`config.mk`:
```
export PLATFORM = sky130hd
export DESIGN_NAME = spr_line_eval
export DESIGN_NICKNAME = d
export VERILOG_FILES = /design/src/rtl/spr_eval_pkg.sv /design/src/rtl/spr_line_collect.sv /design/src/rtl/spr_pixel_scan.sv /design/src/rtl/spr_line_eval.sv
export SDC_FILE = /design/constraint.sdc
export NUM_CORES = 1
export LEC_CHECK = 0
export CAP_MARGIN = 5
export CORE_MARGIN = 3
export CORE_UTILIZATION = 50
export DETAILED_ROUTE_END_ITERATION = 12
export DONT_BUFFER_PORTS = 1
export PLACE_DENSITY_LB_ADDON = 0.08
export SLEW_MARGIN = 40
export SYNTH_ARGS = -nofsm -noshare
export SYNTH_HDL_FRONTEND = slang
export SYNTH_SLANG_ARGS = --single-unit
```
`constraint.sdc`:
```
create_clock -name clk -period 16.4 [get_ports clk]
set_input_delay 1.64 -clock clk [delete_from_list [all_inputs] [get_ports clk]]
set_output_delay 1.64 -clock clk [all_outputs]
set_load 0.01 [all_outputs]
```
`src/rtl/spr_eval_pkg.sv`:
```
package spr_eval_pkg;

    localparam int COORD_OFS = 128;
    localparam int LINK_W    = 7;

    // One collected sprite as held in the per-line buffer.
    typedef struct packed {
        logic [8:0]  xpos;
        logic [9:0]  ypos;
        logic [1:0]  wcode;
        logic [1:0]  hcode;
        logic        pri;
        logic [1:0]  pal;
        logic [10:0] base;
    } spr_slot_t;

    function automatic logic [LINK_W-1:0] ent_link(input logic [63:0] e);
        return e[22:16];
    endfunction

    function automatic logic [9:0] ent_y(input logic [63:0] e);
        return e[9:0];
    endfunction

    function automatic logic [8:0] ent_x(input logic [63:0] e);
        return e[56:48];
    endfunction

    function automatic logic [1:0] ent_hcode(input logic [63:0] e);
        return e[25:24];
    endfunction

    function automatic logic [1:0] ent_wcode(input logic [63:0] e);
        return e[27:26];
    endfunction

    function automatic spr_slot_t ent_slot(input logic [63:0] e);
        spr_slot_t s;
        s.xpos  = e[56:48];
        s.ypos  = e[9:0];
        s.wcode = e[27:26];
        s.hcode = e[25:24];
        s.pri   = e[47];
        s.pal   = e[46:45];
        s.base  = e[42:32];
        return s;
    endfunction

    // Half-open span test: start <= pos < start + (code+1)*8.
    function automatic logic spans(input logic [10:0] pos, input logic [10:0] start,
                                   input logic [1:0] code);
        logic [11:0] lim;
        lim = {1'b0, start} + {6'd0, ({1'b0, code} + 3'd1), 3'b000};
        return (pos >= start) && ({1'b0, pos} < lim);
    endfunction

endpackage

```
`src/rtl/spr_line_collect.sv`:
```
module spr_line_collect
    import spr_eval_pkg::*;
#(
    parameter int NUM_ENTRIES = 80,
    parameter int MAX_SPR     = 20,
    parameter int MAX_TILES   = 40,
    localparam int CNT_W  = $clog2(MAX_SPR + 1),
    localparam int TILE_W = $clog2(MAX_TILES + 5),
    localparam int VIS_W  = $clog2(NUM_ENTRIES + 1)
) (
    input  logic              clk,
    input  logic              rst,
    input  logic              line_start,
    input  logic [8:0]        line_num,
    output logic [LINK_W-1:0] sat_idx,
    input  logic [63:0]       sat_word,
    output logic              walking,
    output logic [8:0]        line_q,
    output logic [CNT_W-1:0]  cnt,
    output spr_slot_t         slots [MAX_SPR]
);

    logic [LINK_W-1:0] cur;
    logic [TILE_W-1:0] tiles;
    logic [VIS_W-1:0]  visits;

    logic [10:0]       line_pos;
    logic              covers, x_zero, take, keep_going;
    logic [CNT_W-1:0]  cnt_n;
    logic [TILE_W-1:0] tiles_n;
    logic [LINK_W-1:0] lnk;

    assign sat_idx = cur;

    always_comb begin
        line_pos = {2'b00, line_q} + 11'(COORD_OFS);
        covers   = spans(line_pos, {1'b0, ent_y(sat_word)}, ent_hcode(sat_word));
        x_zero   = (ent_x(sat_word) == 9'd0);
        take     = covers && !x_zero;
        cnt_n    = cnt + CNT_W'(take);
        tiles_n  = tiles + (take ? (TILE_W'(ent_wcode(sat_word)) + TILE_W'(1)) : TILE_W'(0));
        lnk      = ent_link(sat_word);
        keep_going = !(covers && x_zero)
                     && (lnk != '0)
                     && (32'(lnk) < NUM_ENTRIES)
                     && (32'(cnt_n) < MAX_SPR)
                     && (32'(tiles_n) < MAX_TILES)
                     && (32'(visits) + 1 < NUM_ENTRIES);
    end

    always_ff @(posedge clk) begin
        if (rst) begin
            walking <= 1'b0;
            cnt     <= '0;
            tiles   <= '0;
            cur     <= '0;
            visits  <= '0;
            line_q  <= '0;
        end else if (line_start) begin
            walking <= 1'b1;
            cnt     <= '0;
            tiles   <= '0;
            cur     <= '0;
            visits  <= '0;
            line_q  <= line_num;
        end else if (walking) begin
            cnt     <= cnt_n;
            tiles   <= tiles_n;
            cur     <= lnk;
            visits  <= visits + VIS_W'(1);
            walking <= keep_going;
        end
    end

    always_ff @(posedge clk) begin
        for (int i = 0; i < MAX_SPR; i++) begin
            if (!line_start && walking && take && (cnt == CNT_W'(i)))
                slots[i] <= ent_slot(sat_word);
        end
    end

    assert_walk_count_R2: assert property (@(posedge clk) disable iff (rst)
        walking |-> (32'(cnt) < MAX_SPR));

    assert_walk_tiles_R3: assert property (@(posedge clk) disable iff (rst)
        walking |-> (32'(tiles) < MAX_TILES));

    assert_walk_index_R1: assert property (@(posedge clk) disable iff (rst)
        walking |-> (32'(cur) < NUM_ENTRIES));

    assert_walk_bounded_R1: assert property (@(posedge clk) disable iff (rst)
        walking |-> (32'(visits) < NUM_ENTRIES));

endmodule

```
`src/rtl/spr_pixel_scan.sv`:
```
module spr_pixel_scan
    import spr_eval_pkg::*;
#(
    parameter int MAX_SPR = 20,
    parameter int ADDR_W  = 15,
    localparam int CNT_W  = $clog2(MAX_SPR + 1)
) (
    input  logic              clk,
    input  logic              rst,
    input  logic              abort,
    input  logic              allow,
    input  logic              pix_req,
    input  logic [8:0]        pix_x,
    input  logic [8:0]        line_q,
    input  logic [CNT_W-1:0]  cnt,
    input  spr_slot_t         slots [MAX_SPR],
    output logic [ADDR_W-1:0] pat_addr,
    input  logic [15:0]       pat_word,
    output logic              pix_valid,
    output logic [5:0]        pix_color,
    output logic              pix_pri
);

    logic             scanning;
    logic [CNT_W-1:0] idx;
    logic [8:0]       x_q;

    spr_slot_t   sel;
    logic        end_list, hx, hit;
    logic [10:0] xpos, ypos, ox, oy;
    logic [3:0]  tilen, nib;

    always_comb begin
        end_list = !(idx < cnt);
        sel      = slots[end_list ? '0 : idx];
        xpos     = {2'b00, x_q} + 11'(COORD_OFS);
        ypos     = {2'b00, line_q} + 11'(COORD_OFS);
        hx       = spans(xpos, {2'b00, sel.xpos}, sel.wcode);
        ox       = xpos - {2'b00, sel.xpos};
        oy       = ypos - {1'b0, sel.ypos};
        // column-major tile order inside the sprite
        tilen    = {2'b00, ox[4:3]} * ({2'b00, sel.hcode} + 4'd1) + {2'b00, oy[4:3]};
        pat_addr = ADDR_W'({sel.base, 4'b0000}) + ADDR_W'({tilen, 4'b0000})
                 + ADDR_W'({oy[2:0], 1'b0}) + ADDR_W'(ox[2]);
        case (ox[1:0])
            2'd0:    nib = pat_word[15:12];
            2'd1:    nib = pat_word[11:8];
            2'd2:    nib = pat_word[7:4];
            default: nib = pat_word[3:0];
        endcase
        hit = !end_list && hx && (nib != 4'd0);
    end

    always_ff @(posedge clk) begin
        if (rst) begin
            scanning  <= 1'b0;
            idx       <= '0;
            x_q       <= '0;
            pix_valid <= 1'b0;
            pix_color <= '0;
            pix_pri   <= 1'b0;
        end else begin
            pix_valid <= 1'b0;
            if (abort) begin
                scanning <= 1'b0;
            end else if (scanning) begin
                if (end_list) begin
                    scanning  <= 1'b0;
                    pix_valid <= 1'b1;
                    pix_color <= '0;
                    pix_pri   <= 1'b0;
                end else if (hit) begin
                    scanning  <= 1'b0;
                    pix_valid <= 1'b1;
                    pix_color <= {sel.pal, nib};
                    pix_pri   <= sel.pri;
                end else begin
                    idx <= idx + CNT_W'(1);
                end
            end else if (pix_req && allow) begin
                scanning <= 1'b1;
                idx      <= '0;
                x_q      <= pix_x;
            end
        end
    end

    assert_single_pulse_R8: assert property (@(posedge clk) disable iff (rst)
        pix_valid |=> !pix_valid);

    assert_clear_pixel_R9: assert property (@(posedge clk) disable iff (rst)
        (pix_valid && (pix_color[3:0] == 4'd0)) |-> !pix_pri);

    assert_abort_quiet_R10: assert property (@(posedge clk) disable iff (rst)
        abort |=> !pix_valid);

endmodule

```
`src/rtl/spr_line_eval.sv`:
```
module spr_line_eval
    import spr_eval_pkg::*;
#(
    parameter int NUM_ENTRIES = 80,
    parameter int MAX_SPR     = 20,
    parameter int MAX_TILES   = 40,
    parameter int ADDR_W      = 15,
    localparam int CNT_W      = $clog2(MAX_SPR + 1)
) (
    input  logic              clk,
    input  logic              rst,
    input  logic              line_start,
    input  logic [8:0]        line_num,
    output logic [6:0]        sat_idx,
    input  logic [63:0]       sat_word,
    output logic              busy,
    input  logic              pix_req,
    input  logic [8:0]        pix_x,
    output logic [ADDR_W-1:0] pat_addr,
    input  logic [15:0]       pat_word,
    output logic              pix_valid,
    output logic [5:0]        pix_color,
    output logic              pix_pri
);

    logic             walking;
    logic [8:0]       line_q;
    logic [CNT_W-1:0] cnt;
    spr_slot_t        slots [MAX_SPR];

    spr_line_collect #(
        .NUM_ENTRIES(NUM_ENTRIES),
        .MAX_SPR    (MAX_SPR),
        .MAX_TILES  (MAX_TILES)
    ) i_collect (
        .clk       (clk),
        .rst       (rst),
        .line_start(line_start),
        .line_num  (line_num),
        .sat_idx   (sat_idx),
        .sat_word  (sat_word),
        .walking   (walking),
        .line_q    (line_q),
        .cnt       (cnt),
        .slots     (slots)
    );

    spr_pixel_scan #(
        .MAX_SPR(MAX_SPR),
        .ADDR_W (ADDR_W)
    ) i_scan (
        .clk      (clk),
        .rst      (rst),
        .abort    (line_start),
        .allow    (!walking),
        .pix_req  (pix_req),
        .pix_x    (pix_x),
        .line_q   (line_q),
        .cnt      (cnt),
        .slots    (slots),
        .pat_addr (pat_addr),
        .pat_word (pat_word),
        .pix_valid(pix_valid),
        .pix_color(pix_color),
        .pix_pri  (pix_pri)
    );

    assign busy = walking;

endmodule

```
==> summary.txt <==
Logic synthesis
  • Synth Area in XOR/XNOR: 1.273%
  • Fraction of the mapped netlist area in adder cells: 3.441%
  • Post-synthesis sequential area ratio: 68.86%
  • Top_reg_cell synth: edfxtp_1
  • Synth top area share: 64.94%
  • Ys async rst share: 0%
  • Simple-Gate Fraction of Synth Area: 8.679%
  • Largest family of logic cells by synthesized area: compound AO/OA/AOI/OAI gates
  • Synth Area per Inst: 14.01 um2
  • Number of synthesized flops with an enable pin: 640
  • Synth warn: 0
  • Synthesized net count: 2290
  • Synth cell types: 88
  • Largest area contributor in the netlist: edfxtp_1
  • Syn Inst Count: 2112
  • Register bit total from synthesis: 698
  • Mux cell area share after synthesis: 4.836%
  • Synth Area in Compound Gates: 10.33%
  • Ranking of synthesized cells by area: edfxtp_1 65%, dfxtp_1 3.9%, mux2i_1 3.9%, nand2_1 3.6%, ha_1 2.8%
  • Synth Cell Area: 29600 um2

STA
  • Final slew viol count: 0
  • Setup WS post-layout: 4970 ps
  • Count of final setup violators: 0
  • Clk_skew: 23.82 ps
  • Fin Setup TNS: 0 ps
  • Slew @ Worst Pin: 850.4 ps
  • Fmax: 87.49 MHz
  • Max-slew headroom: 43.31%
  • Hold Violations, Final: 0
  • Period utilization: 69.70%
  • Minimum clock period: 11430 ps
  • RSZ-0062 raised after global routing: no

Power
  • Overall power: 3.568 mW
  • Reg power frac: 54.6%
  • Max VDD drop: 0.00006701 V
  • Sw Pwr: 721.4 uW
  • Internal power: 2.846 mW
  • Switching part of the total: 20.22%
  • P_leak: 10.77 nW
  • Gate power share: 2.4%
  • PD cells: 108.8 nW/um2
  • Clk pwr share: 43.0%

Drt
  • Via/cell ratio: 6.230
  • Routed Antenna Nets: 0
  • Met3 WL: 6.079 mm
  • Drc violations: 0
  • First-pass iteration count of the detailed router: 5
  • DR WL met2: 38.71 mm
  • Vias: 18340
  • WL final: 82.13 mm
  • WL met1: 34.78 mm
  • WL per Instance: 27.90 um
  • Starting DRT DRC Count: 1652
  • Top layer in use: met4

Finish
  • # fillers: 4690
  • Area Growth Syn to Fin: 10.84%
  • Commonest non-fill, non-tap cell in the layout: edfxtp_1
  • Post-layout nets: 2302
  • Most frequent cells in the layout: 640 x edfxtp_1, 287 x nand2_1, 116 x mux2i_1
  • Layout cell share with drive strength beyond 1: 10.61%

CTS
  • Clock sink total: 698
  • CTS buffer count: 74
  • Number of hold buffers added after cts: 0
  • Clk slew on worst S/H paths: 60 ps
  • Worst skew pair latency: 610 ps
  • Clk Tree Root Cell: clkbuf_16
  • CTS resizes: 0
  • Clk buf depth: 3
  • CTS tree: built
  • Depth of the CTS H-tree: 3
  • Post-CTS Setup Repair Bufs: 0

Global routing
  • Initial antenna violation count: 0
  • Global Route Usage Sum: 26.17%
  • Largest net degree at the start of global routing: 116
  • Overflow after GRT: 0
  • Number of global-route vias before repair: 17960
  • First-pass GRT wire length: 119.8 mm

Placement
  • Final HPWL DP: 46.94 mm
  • Placer Congestion: 0.8455
  • Dpl ws: 5628 ps
  • Port Buffers: 0

Worst setup path
  • CP max FO: 46
  • Endpoint class of the critical path: output port
  • CP Launch Type: register
  • CP Data Arrival Time: 9790 ps
  • Kind of critical path: reg -> out
  • Worst Path Required: 14760 ps

Floorplanning
  • Starting Density: 50.91%
  • Core area: 58140 um2
  • Die height: 249.3 um
  • Row count: 88
  • Die X: 249.3 um
  • Die area: 62150 um2
  • Ports: 133

Job
  • Max-cap violations: 0

Hold path
  • Worst Hold Class: reg -> reg

Status
  • Status: finished, final reports clean
[logic make-up (layout without fill, tap and decap cells)]
group	after synthesis	count (layout)
AND/OR/NAND/NOR	572	572
multiplexers	131	131
buffers and inverters	168	234
other	0	1
flip-flops	698	698
adder cells (fa/ha/maj)	76	76
XOR/XNOR	43	43
AO/OA/AOI/OAI	424	424
[power groups by stage]
stage / Clock [mW] / Sequential (mW) / Combinational, mW
after global placement: 0 / 1.99 / 0.0844
after floorplan: 0 / 1.99 / 0.0655
final: 1.53 / 1.95 / 0.0857
after global routing: 1.63 / 1.95 / 0.0968
after detailed placement: 0 / 1.99 / 0.0863
after CTS: 1.56 / 1.95 / 0.0870
[worst paths after layout]
path | end | slack (ps) | startpoint | depth (start not counted)
worst max register to register | i_scan.pix_color[4] | 7420 | i_collect.cnt[1] | 25
worst max-delay path | pat_addr[13] | 4970 | i_collect.cnt[1] | 27
worst min register to register | i_scan.x_q[0] | 460 | i_scan.x_q[0] | 2
worst min-delay path | i_scan.x_q[0] | 460 | i_scan.x_q[0] | 2
[synthesized netlist by cell type, drive strengths merged (21+ instances only)]
library cell and number:
clkbuf 47, o221ai 49, dfxtp 58, nand3 80
a221oi 40, nor3 40, a21o 21, ha 67
a31oi 52, o22ai 21, xnor2 27, inv 45
mux2i 116, nor2 91, nand2 287, a21oi 80
o21ai 68, edfxtp 640, buf 75
[layer usage]
| layer | global-route usage, % | vias up |
|---|---|---|
| li1 | - | 8153 |
| met1 | 36.51 | 9311 |
| met2 | 41.63 | 737 |
| met3 | 4.824 | 139 |
| met4 | 9.035 | 0 |
| met5 | 0 | - |
[stage by stage]
step / std cells / hold WS, ps / utilization (%) / area [um2]
final: 2944 / 461.2 / 56.43 / 32800
after global routing: 2943 / 493.5 / 56.42 / 32800
after CTS: 2943 / 463.0 / 56.42 / 32800
after detailed placement: 2813 / 454.5 / 52.66 / 30620
after global placement: 2813 / 448.3 / 52.60 / 30580
after floorplan: 2112 / 436.3 / - / 29600
[cell type report]
| class | instances | area [um2] | area share [%] |
|---|---|---|---|
| Multi-Input combinational cell | 1246 | 8657 | 26.39 |
| Sequential cell | 698 | 20380 | 62.13 |
| Antenna cell | 1 | 2.502 | 0.007628 |
| Clock inverter | 36 | 206.4 | 0.6293 |
| Timing Repair Buffer | 58 | 447.9 | 1.365 |
| Tap cell | 765 | 957.2 | 2.918 |
| Inverter | 46 | 172.7 | 0.5264 |
| Clock buffer | 94 | 1978 | 6.030 |
[critical path: stages (launching register included)]
cell and delay (ps):
dfxtp_1 810, inv_1 510, ha_1 360, a21oi_1 300, o21ai_4 270, a21boi_4 600, buf_4 680, mux2i_1 160
o22ai_1 180, nor2_1 60, o21ai_0 220, a41o_1 310, ha_1 170, inv_1 60, fa_1 410, a21o_1 190
a21oi_1 180, xor2_1 140, xnor2_1 590, fa_1 530, ha_1 220, fa_1 440, ha_1 350, a21oi_1 210
inv_1 70, a21oi_1 680, nor4_2 110, xnor2_1 310
[registers in the layout, indices dropped and copies added (netlist names)]
| register | count |
|---|---|
| i_scan.pix_valid | 1 |
| i_scan.idx | 5 |
| i_scan.pix_color | 6 |
| i_scan.pix_pri | 1 |
| i_collect.line_q | 9 |
| i_scan.x_q | 9 |
| i_collect.tiles | 6 |
| i_scan.scanning | 1 |
| i_collect.visits | 7 |
| i_collect.walking | 1 |
| i_collect.slots | 640 |
| i_collect.sat_idx | 7 |
| i_collect.cnt | 5 |
(Power assumes the default switching activity.)
